**config.mk**
```make
export PLATFORM = sky130hd
export DESIGN_NAME = perfmon_unit
export DESIGN_NICKNAME = d
export VERILOG_FILES = /design/src/rtl/perfmon_pkg.sv /design/src/rtl/perfmon_ctrl_fsm.sv /design/src/rtl/perfmon_evt_counter.sv /design/src/rtl/perfmon_cyc_counter.sv /design/src/rtl/perfmon_unit.sv
export SDC_FILE = /design/constraint.sdc
export NUM_CORES = 1
export LEC_CHECK = 0
export BUFFER_PORTS_ARGS = -buffer_cell sky130_fd_sc_hd__buf_4
export CORE_MARGIN = 2
export CORE_UTILIZATION = 40
export DETAILED_ROUTE_END_ITERATION = 7
export GPL_ROUTABILITY_DRIVEN = 0
export HOLD_SLACK_MARGIN = 0.1
export PLACE_DENSITY_LB_ADDON = 0.3
export SYNTH_ARGS = -nofsm -noshare
export SYNTH_HDL_FRONTEND = slang
export SYNTH_SLANG_ARGS = --single-unit
export TNS_END_PERCENT = 50
```
**constraint.sdc**
```tcl
create_clock -name clk -period 2.4 [get_ports clk]
set_input_delay 0.48 -clock clk [delete_from_list [all_inputs] [get_ports clk]]
set_output_delay 0.48 -clock clk [all_outputs]
set_load 0.01 [all_outputs]
```
**src/rtl/perfmon_pkg.sv**
```systemverilog
package perfmon_pkg;

    typedef enum logic [1:0] {
        ST_IDLE  = 2'd0,
        ST_RUN   = 2'd1,
        ST_CLEAR = 2'd2
    } pm_state_e;

    localparam logic [7:0] CODE_RD   = 8'h05;
    localparam logic [7:0] CODE_WR   = 8'h06;
    localparam logic [7:0] CODE_BOTH = 8'h07;

    localparam int OFF_CTRL    = 'h000;
    localparam int OFF_CNTEN   = 'h010;
    localparam int OFF_FLAG    = 'h050;
    localparam int OFF_CYC     = 'h100;
    localparam int OFF_EVT0    = 'h110;
    localparam int EVT_STRIDE  = 'h10;
    localparam int OFF_SEL0    = 'h1000;
    localparam int SEL_STRIDE  = 'h100;
    localparam int SPLIT_SHIFT = 8;

endpackage

```
**src/rtl/perfmon_ctrl_fsm.sv**
```systemverilog
module perfmon_ctrl_fsm
    import perfmon_pkg::*;
(
    input  logic      clk,
    input  logic      rst_n,
    input  logic      ctrl_wr,
    input  logic [2:0] ctrl_wdata,
    output logic      cnt_run,
    output logic      clr_cyc,
    output logic      clr_evt,
    output logic [2:0] ctrl_view
);

    pm_state_e state_q, state_d;
    logic      en_q;
    logic      pend_cyc_q;
    logic      pend_evt_q;

    // next-state selection; a control write overrides every state
    always_comb begin
        state_d = state_q;
        if (ctrl_wr) begin
            if (|ctrl_wdata[2:1])
                state_d = ST_CLEAR;          // ERASE
            else if (ctrl_wdata[0])
                state_d = ST_RUN;            // GO
            else
                state_d = ST_IDLE;           // HALT
        end else begin
            unique case (state_q)
                ST_IDLE:  state_d = ST_IDLE;
                ST_RUN:   state_d = ST_RUN;
                ST_CLEAR: state_d = en_q ? ST_RUN : ST_IDLE;  // RESUME / PARK
                default:  state_d = ST_IDLE;
            endcase
        end
    end

    // state register and latched control bits
    always_ff @(posedge clk or negedge rst_n) begin
        if (!rst_n) begin
            state_q    <= ST_IDLE;
            en_q       <= 1'b0;
            pend_cyc_q <= 1'b0;
            pend_evt_q <= 1'b0;
        end else begin
            state_q <= state_d;
            if (ctrl_wr) begin
                en_q       <= ctrl_wdata[0];
                pend_cyc_q <= ctrl_wdata[1];
                pend_evt_q <= ctrl_wdata[2];
            end else if (state_q == ST_CLEAR) begin
                pend_cyc_q <= 1'b0;
                pend_evt_q <= 1'b0;
            end
        end
    end

    // outputs decoded from the current state
    always_comb begin
        cnt_run = 1'b0;
        clr_cyc = 1'b0;
        clr_evt = 1'b0;
        unique case (state_q)
            ST_IDLE:  ;
            ST_RUN:   cnt_run = 1'b1;
            ST_CLEAR: begin
                clr_cyc = pend_cyc_q;
                clr_evt = pend_evt_q;
            end
            default:  ;
        endcase
    end

    assign ctrl_view = {clr_evt, clr_cyc, en_q};

endmodule

```
**src/rtl/perfmon_evt_counter.sv**
```systemverilog
module perfmon_evt_counter
    import perfmon_pkg::*;
#(
    parameter int W = 32
) (
    input  logic         clk,
    input  logic         rst_n,
    input  logic         run,
    input  logic         enable,
    input  logic         clear,
    input  logic [7:0]   sel,
    input  logic         rd_beat,
    input  logic         wr_beat,
    output logic [W-1:0] cnt
);

    logic [1:0] step;

    always_comb begin
        unique case (sel)
            CODE_RD:   step = {1'b0, rd_beat};
            CODE_WR:   step = {1'b0, wr_beat};
            CODE_BOTH: step = {1'b0, rd_beat} + {1'b0, wr_beat};
            default:   step = 2'd0;
        endcase
    end

    always_ff @(posedge clk or negedge rst_n) begin
        if (!rst_n)
            cnt <= '0;
        else if (clear)
            cnt <= '0;
        else if (run && enable)
            cnt <= cnt + W'(step);
    end

endmodule

```
**src/rtl/perfmon_cyc_counter.sv**
```systemverilog
module perfmon_cyc_counter #(
    parameter int W = 32
) (
    input  logic         clk,
    input  logic         rst_n,
    input  logic         run,
    input  logic         enable,
    input  logic         clear,
    output logic [W-1:0] cnt,
    output logic         wrapped
);

    always_ff @(posedge clk or negedge rst_n) begin
        if (!rst_n) begin
            cnt     <= '0;
            wrapped <= 1'b0;
        end else if (clear) begin
            cnt     <= '0;
            wrapped <= 1'b0;
        end else if (run && enable) begin
            cnt <= cnt + W'(1);
            if (&cnt)
                wrapped <= 1'b1;
        end
    end

endmodule

```
**src/rtl/perfmon_unit.sv**
```systemverilog
module perfmon_unit
    import perfmon_pkg::*;
#(
    parameter int ADDR_BITS = 16,
    parameter int NUM_EVT   = 4,
    parameter int EVT_BITS  = 32,
    parameter int WIDE_BITS = 40,
    parameter int CYC_BITS  = 32
) (
    input  logic                 clk,
    input  logic                 rst_n,
    input  logic                 rd_beat,
    input  logic                 wr_beat,
    input  logic                 reg_wr,
    input  logic [ADDR_BITS-1:0] reg_addr,
    input  logic [31:0]          reg_wdata,
    output logic [31:0]          reg_rdata
);

    localparam int LAST    = NUM_EVT - 1;
    localparam int LOW_TAIL = OFF_EVT0 + NUM_EVT * EVT_STRIDE;

    logic                 ctrl_wr;
    logic                 cnten_wr;
    logic                 cnt_run;
    logic                 clr_cyc;
    logic                 clr_evt;
    logic [2:0]           ctrl_view;
    logic [NUM_EVT:0]     cnten_q;
    logic [7:0]           evt_sel [NUM_EVT];
    logic [WIDE_BITS-1:0] evt_value [NUM_EVT];
    logic [CYC_BITS-1:0]  cyc_value;
    logic                 ovf_flag;
    logic                 unused_wbits;

    // observation points for the bound checker
    logic [WIDE_BITS-1:0] mon_cnt_head;
    logic [WIDE_BITS-1:0] mon_cnt_tail;
    logic [7:0]           mon_sel_head;

    assign ctrl_wr      = reg_wr && (reg_addr == ADDR_BITS'(OFF_CTRL));
    assign cnten_wr     = reg_wr && (reg_addr == ADDR_BITS'(OFF_CNTEN));
    assign unused_wbits = ^reg_wdata[30:8];

    perfmon_ctrl_fsm u_fsm (
        .clk        (clk),
        .rst_n      (rst_n),
        .ctrl_wr    (ctrl_wr),
        .ctrl_wdata (reg_wdata[2:0]),
        .cnt_run    (cnt_run),
        .clr_cyc    (clr_cyc),
        .clr_evt    (clr_evt),
        .ctrl_view  (ctrl_view)
    );

    always_ff @(posedge clk or negedge rst_n) begin
        if (!rst_n)
            cnten_q <= '0;
        else if (cnten_wr)
            cnten_q <= {reg_wdata[31], reg_wdata[NUM_EVT-1:0]};
    end

    perfmon_cyc_counter #(.W(CYC_BITS)) u_cyc (
        .clk     (clk),
        .rst_n   (rst_n),
        .run     (cnt_run),
        .enable  (cnten_q[NUM_EVT]),
        .clear   (clr_cyc),
        .cnt     (cyc_value),
        .wrapped (ovf_flag)
    );

    for (genvar i = 0; i < NUM_EVT; i++) begin : g_evt
        localparam int CW = (i == LAST) ? WIDE_BITS : EVT_BITS;
        logic [CW-1:0] cnt_w;

        always_ff @(posedge clk or negedge rst_n) begin
            if (!rst_n)
                evt_sel[i] <= 8'h00;
            else if (reg_wr && reg_addr == ADDR_BITS'(OFF_SEL0 + i * SEL_STRIDE))
                evt_sel[i] <= reg_wdata[7:0];
        end

        perfmon_evt_counter #(.W(CW)) u_cnt (
            .clk     (clk),
            .rst_n   (rst_n),
            .run     (cnt_run),
            .enable  (cnten_q[i]),
            .clear   (clr_evt),
            .sel     (evt_sel[i]),
            .rd_beat (rd_beat),
            .wr_beat (wr_beat),
            .cnt     (cnt_w)
        );

        assign evt_value[i] = WIDE_BITS'(cnt_w);
    end

    assign mon_cnt_head = evt_value[0];
    assign mon_cnt_tail = evt_value[LAST];
    assign mon_sel_head = evt_sel[0];

    // combinational read decode
    always_comb begin
        reg_rdata = 32'h0;
        if (reg_addr == ADDR_BITS'(OFF_CTRL))
            reg_rdata = {29'h0, ctrl_view};
        if (reg_addr == ADDR_BITS'(OFF_CNTEN)) begin
            reg_rdata[31]          = cnten_q[NUM_EVT];
            reg_rdata[NUM_EVT-1:0] = cnten_q[NUM_EVT-1:0];
        end
        if (reg_addr == ADDR_BITS'(OFF_FLAG))
            reg_rdata[31] = ovf_flag;
        if (reg_addr == ADDR_BITS'(OFF_CYC))
            reg_rdata = 32'(cyc_value);
        for (int i = 0; i < NUM_EVT; i++) begin
            if (reg_addr == ADDR_BITS'(OFF_EVT0 + i * EVT_STRIDE))
                reg_rdata = (i == LAST) ? 32'(evt_value[i] >> SPLIT_SHIFT)
                                        : 32'(evt_value[i]);
            if (reg_addr == ADDR_BITS'(OFF_SEL0 + i * SEL_STRIDE))
                reg_rdata = {24'h0, evt_sel[i]};
        end
        if (reg_addr == ADDR_BITS'(LOW_TAIL))
            reg_rdata = 32'(evt_value[LAST][SPLIT_SHIFT-1:0]);
    end

endmodule

```
-- Word level (Yosys, flattened, before mapping)
Cells that the tools add are included.
- flip-flop bits (word level): 211
- input port bits: 53
- logic and storage cells: 111
- $add $sub $neg: 6
- eq/ne operators: 26
- muxes and demuxes: 42
- reduce and logical (&&, ||, !) cells: 22
- operator list (kind ; count):
    32-bit 2-to-1 mux ; 18
    32-bit by 2-bit adder with 32-bit output ; 3
    16-bit by 9-bit equality test with 1-bit output, second input constant ; 6
    8-bit by 3-bit equality test with 1-bit output, second input constant ; 12
    40-bit 2-to-1 mux ; 2
    16-bit by 13-bit equality test with 1-bit output, second input constant ; 4
    40-bit by 2-bit adder with 40-bit output ; 1
    32-bit by 1-bit adder with 32-bit output, second input constant ; 1
    32-bit AND reduction ; 1
    2-bit one-hot mux with 3 select lines ; 4
    16-bit by 5-bit equality test with 1-bit output, second input constant ; 1
    16-bit by 7-bit equality test with 1-bit output, second input constant ; 1
    16-bit zero test ; 1
    2-bit nonzero test ; 7
    1-bit 2-to-1 mux ; 13
    1-bit logical AND ; 11
    2-bit 2-to-1 mux ; 2
    4-bit 2-to-1 mux ; 1
    2-bit one-hot mux with 2 select lines ; 1
    3-bit 2-to-1 mux ; 1
    1-bit by 1-bit adder with 2-bit output ; 1
    2-bit by 1-bit equality test with 1-bit output, second input constant ; 1
    2-bit equality test, second input constant ; 1
    2-bit AND reduction ; 1
    2-bit OR reduction ; 1

-- Longest topological paths before layout
Gate-level depths: netlist (run 1).
- depth in word-level cells: 14
- depth in mapped cells: 13
- depth with buffers taken out: 12

-- By module
From an unflattened synthesis (run 1), not the netlist that was laid out.
- cell total of the unflattened synthesis: 1369
- area, all modules: 12713.4 um^2
- by module, submodules not included (module ; times used ; cells an instance ; area an instance (um^2) ; seq. area each (um^2)):
    perfmon_evt_counter at g_evt[0].u_cnt ... ; 2 ; 195 ; 1826.8 ; 800.8
    perfmon_unit ; 1 ; 325 ; 2937.8 ; 925.9
    perfmon_evt_counter at g_evt[3].u_cnt ; 1 ; 240 ; 2214.6 ; 1001.0
    perfmon_evt_counter at g_evt[1].u_cnt ; 1 ; 201 ; 1893.1 ; 800.8
    perfmon_cyc_counter ; 1 ; 186 ; 1750.4 ; 825.8
    perfmon_ctrl_fsm ; 1 ; 27 ; 264.0 ; 125.1

-- Worst setup path after synthesis (run 1)
No wires, ideal clock.
- path type: input -> register
- start: in rd_beat
- end: reg g_evt[2].u_cnt.cnt[22]
- arrival time: 2.604 ns
- path slack: -0.323 ns
- cell stages on the path: 11
- cells stage by stage: ha_1 -> mux2_2 -> a21oi_1 -> nor2_1 -> ha_1 -> fa_1 -> nand3_1 -> nor4_1 -> nand3_1 -> xnor2_1 -> and2_1
- longest elaborated chain between the ends: 5
- ends and longest elaborated chain (item ; RTL line ; source):
    start: declaration ; perfmon_unit.sv:12 ; input logic rd_beat,
    1-bit by 1-bit adder with 2-bit output ; perfmon_evt_counter.sv:23 ; CODE_BOTH: step = {1'b0, rd_beat} + {1'b0, wr_beat};
    2-bit one-hot mux with 3 select lines (*) ; perfmon_evt_counter.sv:20 ; unique case (sel)
    32-bit by 2-bit adder with 32-bit output (*) ; perfmon_evt_counter.sv:34 ; cnt <= cnt + W'(step);
    32-bit 2-to-1 mux (*) ; perfmon_evt_counter.sv:33 ; else if (run && enable)
    32-bit 2-to-1 mux (*) ; perfmon_evt_counter.sv:31 ; else if (clear)
    end signal: assignment ; perfmon_evt_counter.sv:34 ;
    end: declaration ; perfmon_evt_counter.sv:14 ; output logic [W-1:0] cnt
Mark *: on every way between the ends. The rest lies on a longest branch, timed or not. The select of a mux whose other input is x is not followed.
A chain may end at the register's enable or synchronous reset.

-- Worst setup path in the final report (run 1)
- start: in reg_addr[2]
- end: out reg_rdata[3]
- longest elaborated chain between the ends: 12
- elaborated cells between the ends (all ways): 22
- classes of those cells: eq/ne: 11; mux: 11
- ends and longest elaborated chain (item ; RTL line ; source):
    start: declaration ; perfmon_unit.sv:15 ; input logic [ADDR_BITS-1:0] reg_addr,
    16-bit by 5-bit equality test with 1-bit output ; perfmon_unit.sv:108 ; if (reg_addr == ADDR_BITS'(OFF_CNTEN)) begin
    4-bit 2-to-1 mux ; perfmon_unit.sv:108 ;
    32-bit 2-to-1 mux ; perfmon_unit.sv:114 ; if (reg_addr == ADDR_BITS'(OFF_CYC))
    32-bit 2-to-1 mux ; perfmon_unit.sv:117 ; if (reg_addr == ADDR_BITS'(OFF_EVT0 + i * EVT_STRIDE))
    32-bit 2-to-1 mux ; perfmon_unit.sv:120 ; if (reg_addr == ADDR_BITS'(OFF_SEL0 + i * SEL_STRIDE))
    32-bit 2-to-1 mux ; perfmon_unit.sv:117 ;
    32-bit 2-to-1 mux ; perfmon_unit.sv:120 ;
    32-bit 2-to-1 mux ; perfmon_unit.sv:117 ;
    32-bit 2-to-1 mux ; perfmon_unit.sv:120 ;
    32-bit 2-to-1 mux ; perfmon_unit.sv:117 ;
    32-bit 2-to-1 mux ; perfmon_unit.sv:120 ;
    32-bit 2-to-1 mux (*) ; perfmon_unit.sv:123 ; if (reg_addr == ADDR_BITS'(LOW_TAIL))
    end: declaration ; perfmon_unit.sv:17 ; output logic [31:0] reg_rdata
Mark *: on every way between the ends. The rest lies on a longest branch, timed or not.

==> flow_summary.json, run 1 <==
{
  "syn_inst": 1304,
  "setup_viol": 85,
  "post-route-period-util_pct": 123,
  "final_hold_viol_count": 0,
  "wl_per_cell_um": 19.7,
  "setup_ws_ns": -0.543,
  "syn_area_per_cell_um2": 9.16,
  "start_util_pct": 40.5,
  "area.growth.synth_to_final_pct": 40.9,
  "synthArstFlopShare_pct": 100,
  "synth_flop_cell": "dfrtp_1",
  "layout.nets": 1637,
  "status": "finished with violations",
  "synth_edf_count": 0,
  "power_uw": 7670,
  "worst_clock_skew_ns": 0.00900,
  "hold_class": "in -> reg",
  "placed_cell_area_um2": 14400,
  "num_antenna_cells": 0,
  "yosysSeqAreaShare_pct": 44.2,
  "critPathMaxFanout": 3,
  "antenna_found_initial": 0,
  "crit_path_frequent_cell": "buf_6",
  "n_fill_cell": 2456,
  "htreeDepth": 1,
  "sw_frac_of_total_pct": 22.3,
  "worst_ep_required_time_ns": 1.92,
  "boundaryPins": 85,
  "critPathSlowestCell": "or4_4",
  "vdd_drop_max_v": 0.000450,
  "rsz0062_at_grt": "yes",
  "cts_buffer_depth": 3,
  "cp-end-kind": "primary output",
  "grt_pass1_wl_um": 61200,
  "die_area_um2": 31300,
  "clk_pin_slew_ns": 0.06,
  "worst_pin_slew_ns": 0.719,
  "ys_warn_count": 0,
  "grt_pass1_vias": 11188,
  "p_per_area_nw_per_um2": 456,
  "switchingPower_uw": 1710,
  "grt_max_degree": 73,
  "fmax_ghz": 0.340,
  "die_x_um": 177,
  "drt-pass1-iter-count": 7,
  "worstSetupPathType": "in -> out",
  "place_hpwl_um": 27700,
  "failed_checks": "setup timing",
  "crit_chain": "buf_6 > nor4_4 > nand4_1 > buf_6 > or4_4 > o311a_1 > o21a_1 > nor3_2 > buf_4",
  "period_needed_ns": 2.94,
  "overflow": 0,
  "drt_iter0_markers": 1190,
  "clkPwrFrac_pct": 49.8,
  "die_h_um": 177,
  "p_seq_share_pct": 46.4,
  "fp-row-count": 63,
  "critPathMaxStageDelay_ns": 0.50,
  "insertion_delay_ns": 0.53,
  "root_buffer": "clkbuf_16",
  "cp-start-kind": "primary input",
  "design_area_um2": 16800,
  "cts_tree": "yes",
  "coreArea_um2": 29500,
  "numCtsBuffers": 25,
  "p_leak_uw": 0.00753,
  "syn-num-nets": 1373,
  "grt_usage_pct": 24.6,
  "maxCapViolCount": 0,
  "syn_area_um2": 11900,
  "cell_internal_pwr_uw": 5960,
  "cts_sinks": 211,
  "vias": 11375,
  "wl_um": 38800,
  "viasPerCell": 5.77,
  "remaining_drc_errors": 0,
  "ys_ff_latch": 211,
  "p_comb_share_pct": 3.8,
  "maxSlewHeadroom_pct": 52.1,
  "drv_slew": 0,
  "drive_above_1_share_pct": 36.4,
  "port_buffers": 61,
  "antenna_left": 0,
  "synth.distinct_cells": 60,
  "arrival_ns": 2.46
}
cells by family (layout without fill, tap and decap cells):
group / Yosys count / in the layout / share of synthesized area, %
buf+inv: 83 / 361 / 2.72
flops: 211 / 211 / 44.2
simple gates: 621 / 621 / 25.9
compound gates: 190 / 190 / 10.8
fa+ha+maj: 16 / 16 / 1.93
mux: 50 / 50 / 4.63
xor+xnor: 133 / 133 / 9.75
registers in the layout, indices dropped and copies added, names as in the netlist:
| register | cells |
|---|---|
| mon_sel_head | 8 |
| u_cyc.wrapped | 1 |
| u_fsm.en_q | 1 |
| g_evt.u_cnt.cnt | 136 |
| u_fsm.pend_cyc_q | 1 |
| evt_sel | 24 |
| u_fsm.pend_evt_q | 1 |
| u_fsm.state_q | 2 |
| u_cyc.cnt | 32 |
| cnten_q | 5 |
synth_stat cells (all sizes together) (5+ instances only):
| cell | n | area, µm² |
|---|---|---|
| a21oi | 52 | 260 |
| buf | 16 | 73.8 |
| a222oi | 25 | 250 |
| o21ai | 35 | 175 |
| nand3 | 81 | 405 |
| mux2i | 8 | 80.1 |
| clkbuf | 44 | 165 |
| nor2 | 192 | 721 |
| and2 | 8 | 50.1 |
| and3 | 33 | 206 |
| nor2b | 5 | 31.3 |
| and4 | 14 | 123 |
| inv | 23 | 86.3 |
| mux2 | 42 | 473 |
| nand3b | 6 | 45.0 |
| o22ai | 7 | 43.8 |
| nor3 | 42 | 230 |
| a22oi | 28 | 210 |
| xnor2 | 64 | 561 |
| nand2 | 119 | 447 |
| ha | 12 | 150 |
| dfrtp | 211 | 5280 |
| xor2 | 69 | 604 |
| or3 | 33 | 206 |
| nor4 | 22 | 159 |
| a211oi | 5 | 37.5 |
| nand4 | 46 | 313 |
| a221oi | 6 | 52.6 |
what timing repair did:
| action | CTS | global route |
|---|---|---|
| endpoints found under the hold margin | 33 | 0 |
| endpoints found under the setup margin | 115 | 140 |
| hold buffers | 1 | 0 |
| setup buffers | 19 | 17 |
| pin swaps | 73 | 56 |
| gates cloned | 6 | 0 |
| gates resized for setup | 149 | 114 |
cell usage in the layout (no fill, tap or decap), drive strengths merged, types with 46 or more instances in the layout:
| master | instances |
|---|---|
| buf | 296 |
| dfrtp | 211 |
| nor2 | 192 |
| nand2 | 119 |
| nand3 | 81 |
| xor2 | 69 |
| xnor2 | 64 |
| a21oi | 52 |
| nand4 | 46 |
cell type report:
type                       count  area, µm²  area share (%)
inverter                      23       86.3           0.513
clock inverter                 9        101           0.602
multi-input combinational   1010       7470            44.4
timing repair buffer         297       2690            16.0
clock buffer                  32        712            4.23
tap                          390        488            2.90
sequential                   211       5280            31.4
path summary, 6_finish.rpt:
kind	start	endpoint	slack (ns)	cells after the start
setup reg to reg	mon_sel_head[6]	g_evt[0].u_cnt.cnt[31]	-0.29	13
min in group asynchronous	rst_n	u_cyc.cnt[26]	0.42	2
max in group asynchronous	rst_n	g_evt[2].u_cnt.cnt[27]	1.17	3
hold / removal	reg_wdata[31]	cnten_q[4]	0.19	2
hold reg to reg	u_fsm.en_q	u_fsm.en_q	0.53	2
setup / recovery	reg_addr[2]	reg_rdata[3]	-0.54	9
power by group through the flow:
stage               clock network [µW]  registers (µW)  logic, µW
floorplan                            0            3620       62.9
global placement                     0            3620        277
detailed placement                   0            3620        280
CTS                               3870            3560        290
global route                      4030            3560        324
finish                            3820            3560        294
worst max-delay path, delay by kind of cell:
family / cells / cell delay, ns
AOI/OAI and AO/OA: 2 / 0.35
and+or+nand+nor: 4 / 1.20
buffers and inverters: 3 / 0.42
routing by layer:
metal / vias up / wire length, µm / global-route usage (%)
li1: 5235 / - / -
met1: 5709 / 16700 / 34.3
met2: 361 / 18700 / 40.1
met3: 70 / 2300 / 2.81
met4: 0 / 1150 / 8.37
met5: - / 0 / 0
through the flow:
step                      utilization (%)  hold slack, ns  setup TNS [ns]  instances  setup WS [ns]
after CTS                            54.8           0.175          -16.73       1956         -0.489
final                                57.1           0.186          -18.81       1972         -0.543
after floorplan                         -           0.184           -2.77       1304         -0.214
after global routing                 57.1           0.177          -28.96       1972         -0.605
after detailed placement             48.9           0.385          -49.40       1891         -0.563
after global placement               48.9           0.386          -45.32       1891         -0.538
Power figures use the tool's default switching activity.
==> run 2: changes to the inputs <==
--- a/config.mk
+++ b/config.mk
@@ -5,6 +5,7 @@
 export SDC_FILE = /design/constraint.sdc
 export NUM_CORES = 1
 export LEC_CHECK = 0
+export ABC_AREA = 1
 export BUFFER_PORTS_ARGS = -buffer_cell sky130_fd_sc_hd__buf_4
 export CORE_MARGIN = 2
 export CORE_UTILIZATION = 40
==> run 2 against run 1 <==
The run still ends with setup timing left. Routed wire length is 35% higher. Critical endpoint is now g_evt[2].u_cnt.cnt[22]. Sequential power hardly changed. Utilization is 4.7 points higher. Largest power group unchanged. Critical path depth is 6 higher. Synthesized cell count is 51% higher. First-iteration DRC count is 34% higher. Final cell count is 41% higher. Synthesized area is 14% higher. Power is 3.2% higher.
==> flow_summary.json, run 2 <==
{
  "remaining_drc_errors": 0,
  "worst_ep_required_time_ns": 2.87,
  "hp-start": "reg_wdata[31]",
  "synth_flop_cell": "dfrtp_1",
  "antenna_left": 0,
  "final_common_cell": "nand2_1",
  "cp-end-kind": "flip-flop",
  "synth_top_area_share_pct": 38.9,
  "antenna_found_initial": 0,
  "yosysSeqAreaShare_pct": 38.9,
  "syn-num-nets": 2039,
  "final_cell_mix": "355 x nand2_1, 254 x buf_4, 246 x inv_1",
  "crit_chain": "nor4_2 > nand3_1 > a211oi_2 > ha_2 > fa_2 > nand2_4 > nor2_4 > nand4_1 > buf_4 > nor2_4 > nand3b_1 > nor2_2 > a21o_1 > nand2_1 > a31oi_1",
  "syn_area_per_cell_um2": 6.88,
  "layout.nets": 2378,
  "wl_um": 52400,
  "worst_clock_skew_ns": 0.00886,
  "final_hold_viol_count": 0,
  "n_fill_cell": 2675,
  "wl_per_cell_um": 18.9,
  "power_uw": 7920,
  "cp-start-kind": "flip-flop",
  "boundaryPins": 85,
  "vdd_drop_max_v": 0.000516,
  "maxSlewHeadroom_pct": 55.6,
  "start_util_pct": 40.5,
  "synth.distinct_cells": 49,
  "area.growth.synth_to_final_pct": 52.4,
  "ys_ff_latch": 211,
  "cp.buffers_inverters": 1,
  "failed_checks": "setup timing",
  "cts_sinks": 211,
  "setup_viol": 144,
  "crit_family": "simple AND/OR/NAND/NOR gates",
  "grt_usage_pct": 27.9,
  "post-route-period-util_pct": 129,
  "period_needed_ns": 3.10,
  "p_per_area_nw_per_um2": 383,
  "cts_buffer_depth": 3,
  "numCtsBuffers": 26,
  "die_h_um": 188,
  "syn_inst": 1970,
  "die_x_um": 188,
  "critPathMaxFanout": 3,
  "largest_register_ffs": 136,
  "critPathSlowestCell": "dfrtp_1",
  "top_register": "g_evt.u_cnt.cnt",
  "syn_area_um2": 13600,
  "grt_pass1_vias": 15282,
  "drv_slew": 0,
  "overflow": 0,
  "rr_startpoint": "evt_sel[14]",
  "drive_above_1_share_pct": 37.1,
  "synth_top_area_cell": "dfrtp_1",
  "worstSetupPathType": "reg -> reg",
  "root_buffer": "clkbuf_16",
  "num_antenna_cells": 0,
  "ys_warn_count": 0,
  "drt_iter0_markers": 1597,
  "place_hpwl_um": 33500,
  "arrival_ns": 3.57,
  "p_leak_uw": 0.00955,
  "vias": 15964,
  "fmax_ghz": 0.322,
  "cts_tree": "yes",
  "port_buffers": 61,
  "coreArea_um2": 33400,
  "biggestRegsByFlops": "g_evt.u_cnt.cnt x136, u_cyc.cnt x32, evt_sel x24",
  "dp_slack_ns": -0.644,
  "htreeDepth": 1,
  "status": "finished with violations",
  "grt_pass1_wl_um": 79700,
  "setup_ws_ns": -0.704,
  "viasPerCell": 5.75,
  "rsz0062_at_grt": "yes",
  "critPathMaxStageDelay_ns": 0.39,
  "maxCapViolCount": 0,
  "synth_most_common_cell": "nand2_1",
  "synth_edf_count": 0,
  "crit_path_frequent_cell": "nor2_4",
  "drt-pass1-iter-count": 5,
  "die_area_um2": 35400,
  "worst_pin_slew_ns": 0.660,
  "fp-row-count": 67,
  "insertion_delay_ns": 0.55,
  "clk_pin_slew_ns": 0.06,
  "synthArstFlopShare_pct": 100,
  "grt_max_degree": 71,
  "critPathLaunch": "evt_sel[14]",
  "synthTopCellsByArea": "dfrtp_1 39%, nand2_1 12%, inv_1 7.2%, a21oi_1 6.6%, o21ai_0 6.3%",
  "synth_common_cells": "432 x nand2_1, 259 x inv_1, 211 x dfrtp_1",
  "hold_class": "in -> reg"
}
[run 2: final cells by class]
type / instances / area [µm²] / share of cell area [%]
Clock inverter: 6 / 80.1 / 0.388
Sequential cell: 211 / 5280 / 25.6
Inverter: 275 / 1100 / 5.31
Timing Repair inverter: 1 / 11.3 / 0.0545
Multi-Input combinational cell: 1427 / 9320 / 45.1
Timing Repair Buffer: 367 / 3500 / 16.9
Tap cell: 448 / 561 / 2.71
Clock buffer: 41 / 808 / 3.91
[run 2: worst paths after layout]
path | endpoint | cells after the start | slack [ns]
worst max-delay path | g_evt[2].u_cnt.cnt[22] | 15 | -0.70
worst min-delay path | cnten_q[4] | 3 | 0.19
worst max register to register | g_evt[2].u_cnt.cnt[22] | 15 | -0.70
worst min register to register | evt_sel[19] | 2 | 0.50
max in group asynchronous | g_evt[3].u_cnt.cnt[31] | 3 | 1.14
min in group asynchronous | cnten_q[4] | 2 | 0.46
[run 2: metrics by stage]
step / instance area (µm²) / instances / setup TNS, ns / hold slack [ns] / utilization [%]
6_report: 20700 / 2776 / -37.04 / 0.192 / 61.8
5_1_grt: 20700 / 2776 / -54.64 / 0.219 / 61.8
4_1_cts: 19400 / 2748 / -25.98 / 0.192 / 58.1
3_5_place_dp: 16100 / 2622 / -50.26 / 0.476 / 48.0
3_3_place_gp: 16100 / 2622 / -45.10 / 0.469 / 48.0
2_1_floorplan: 13600 / 1970 / -0.316 / 0.184 / -
[run 2: worst register-to-register path: stages (launching register included)]
cell and delay, ns:
dfrtp_1 0.39, nor4_2 0.34, nand3_1 0.18, a211oi_2 0.24, ha_2 0.27, fa_2 0.25, nand2_4 0.07, nor2_4 0.09
nand4_1 0.18, buf_4 0.22, nor2_4 0.10, nand3b_1 0.19, nor2_2 0.21, a21o_1 0.13, nand2_1 0.04, a31oi_1 0.14
[run 2: where the power goes]
| group | switching, µW | leakage (µW) | internal (µW) |
|---|---|---|---|
| registers | 0.186 | 0.00282 | 3560 |
| logic | 150 | 0.00630 | 84.6 |
| clock network | 1620 | 0.000441 | 2510 |
[run 2: metal layers]
layer  vias to the layer above  GRT usage, %  wire [µm]
met5                         -             0          0
met2                       804          44.5      24500
li1                       7332             -          -
met3                       177          4.40       4420
met4                         0          11.1       2310
met1                      7651          38.0      21200
[run 2: kinds of logic after synthesis]
group / Yosys count / share of synthesized area, %
adders and majority gates: 16 / 1.70
xor gates and xnor gates: 4 / 0.258
and+or+nand+nor: 969 / 32.1
buffers and inverters: 332 / 9.43
DFF: 211 / 38.9
AOI/OAI and AO/OA: 438 / 17.6
[run 2: what timing repair did]
item                                    4_1_cts  5_1_grt
pin swaps                                   166      147
setup buffers                                68       46
resized for setup                           471      258
endpoints found under the setup margin      143      161
hold endpoints to repair                     48        0
gates cloned                                 10        3
hold buffers                                  1        0
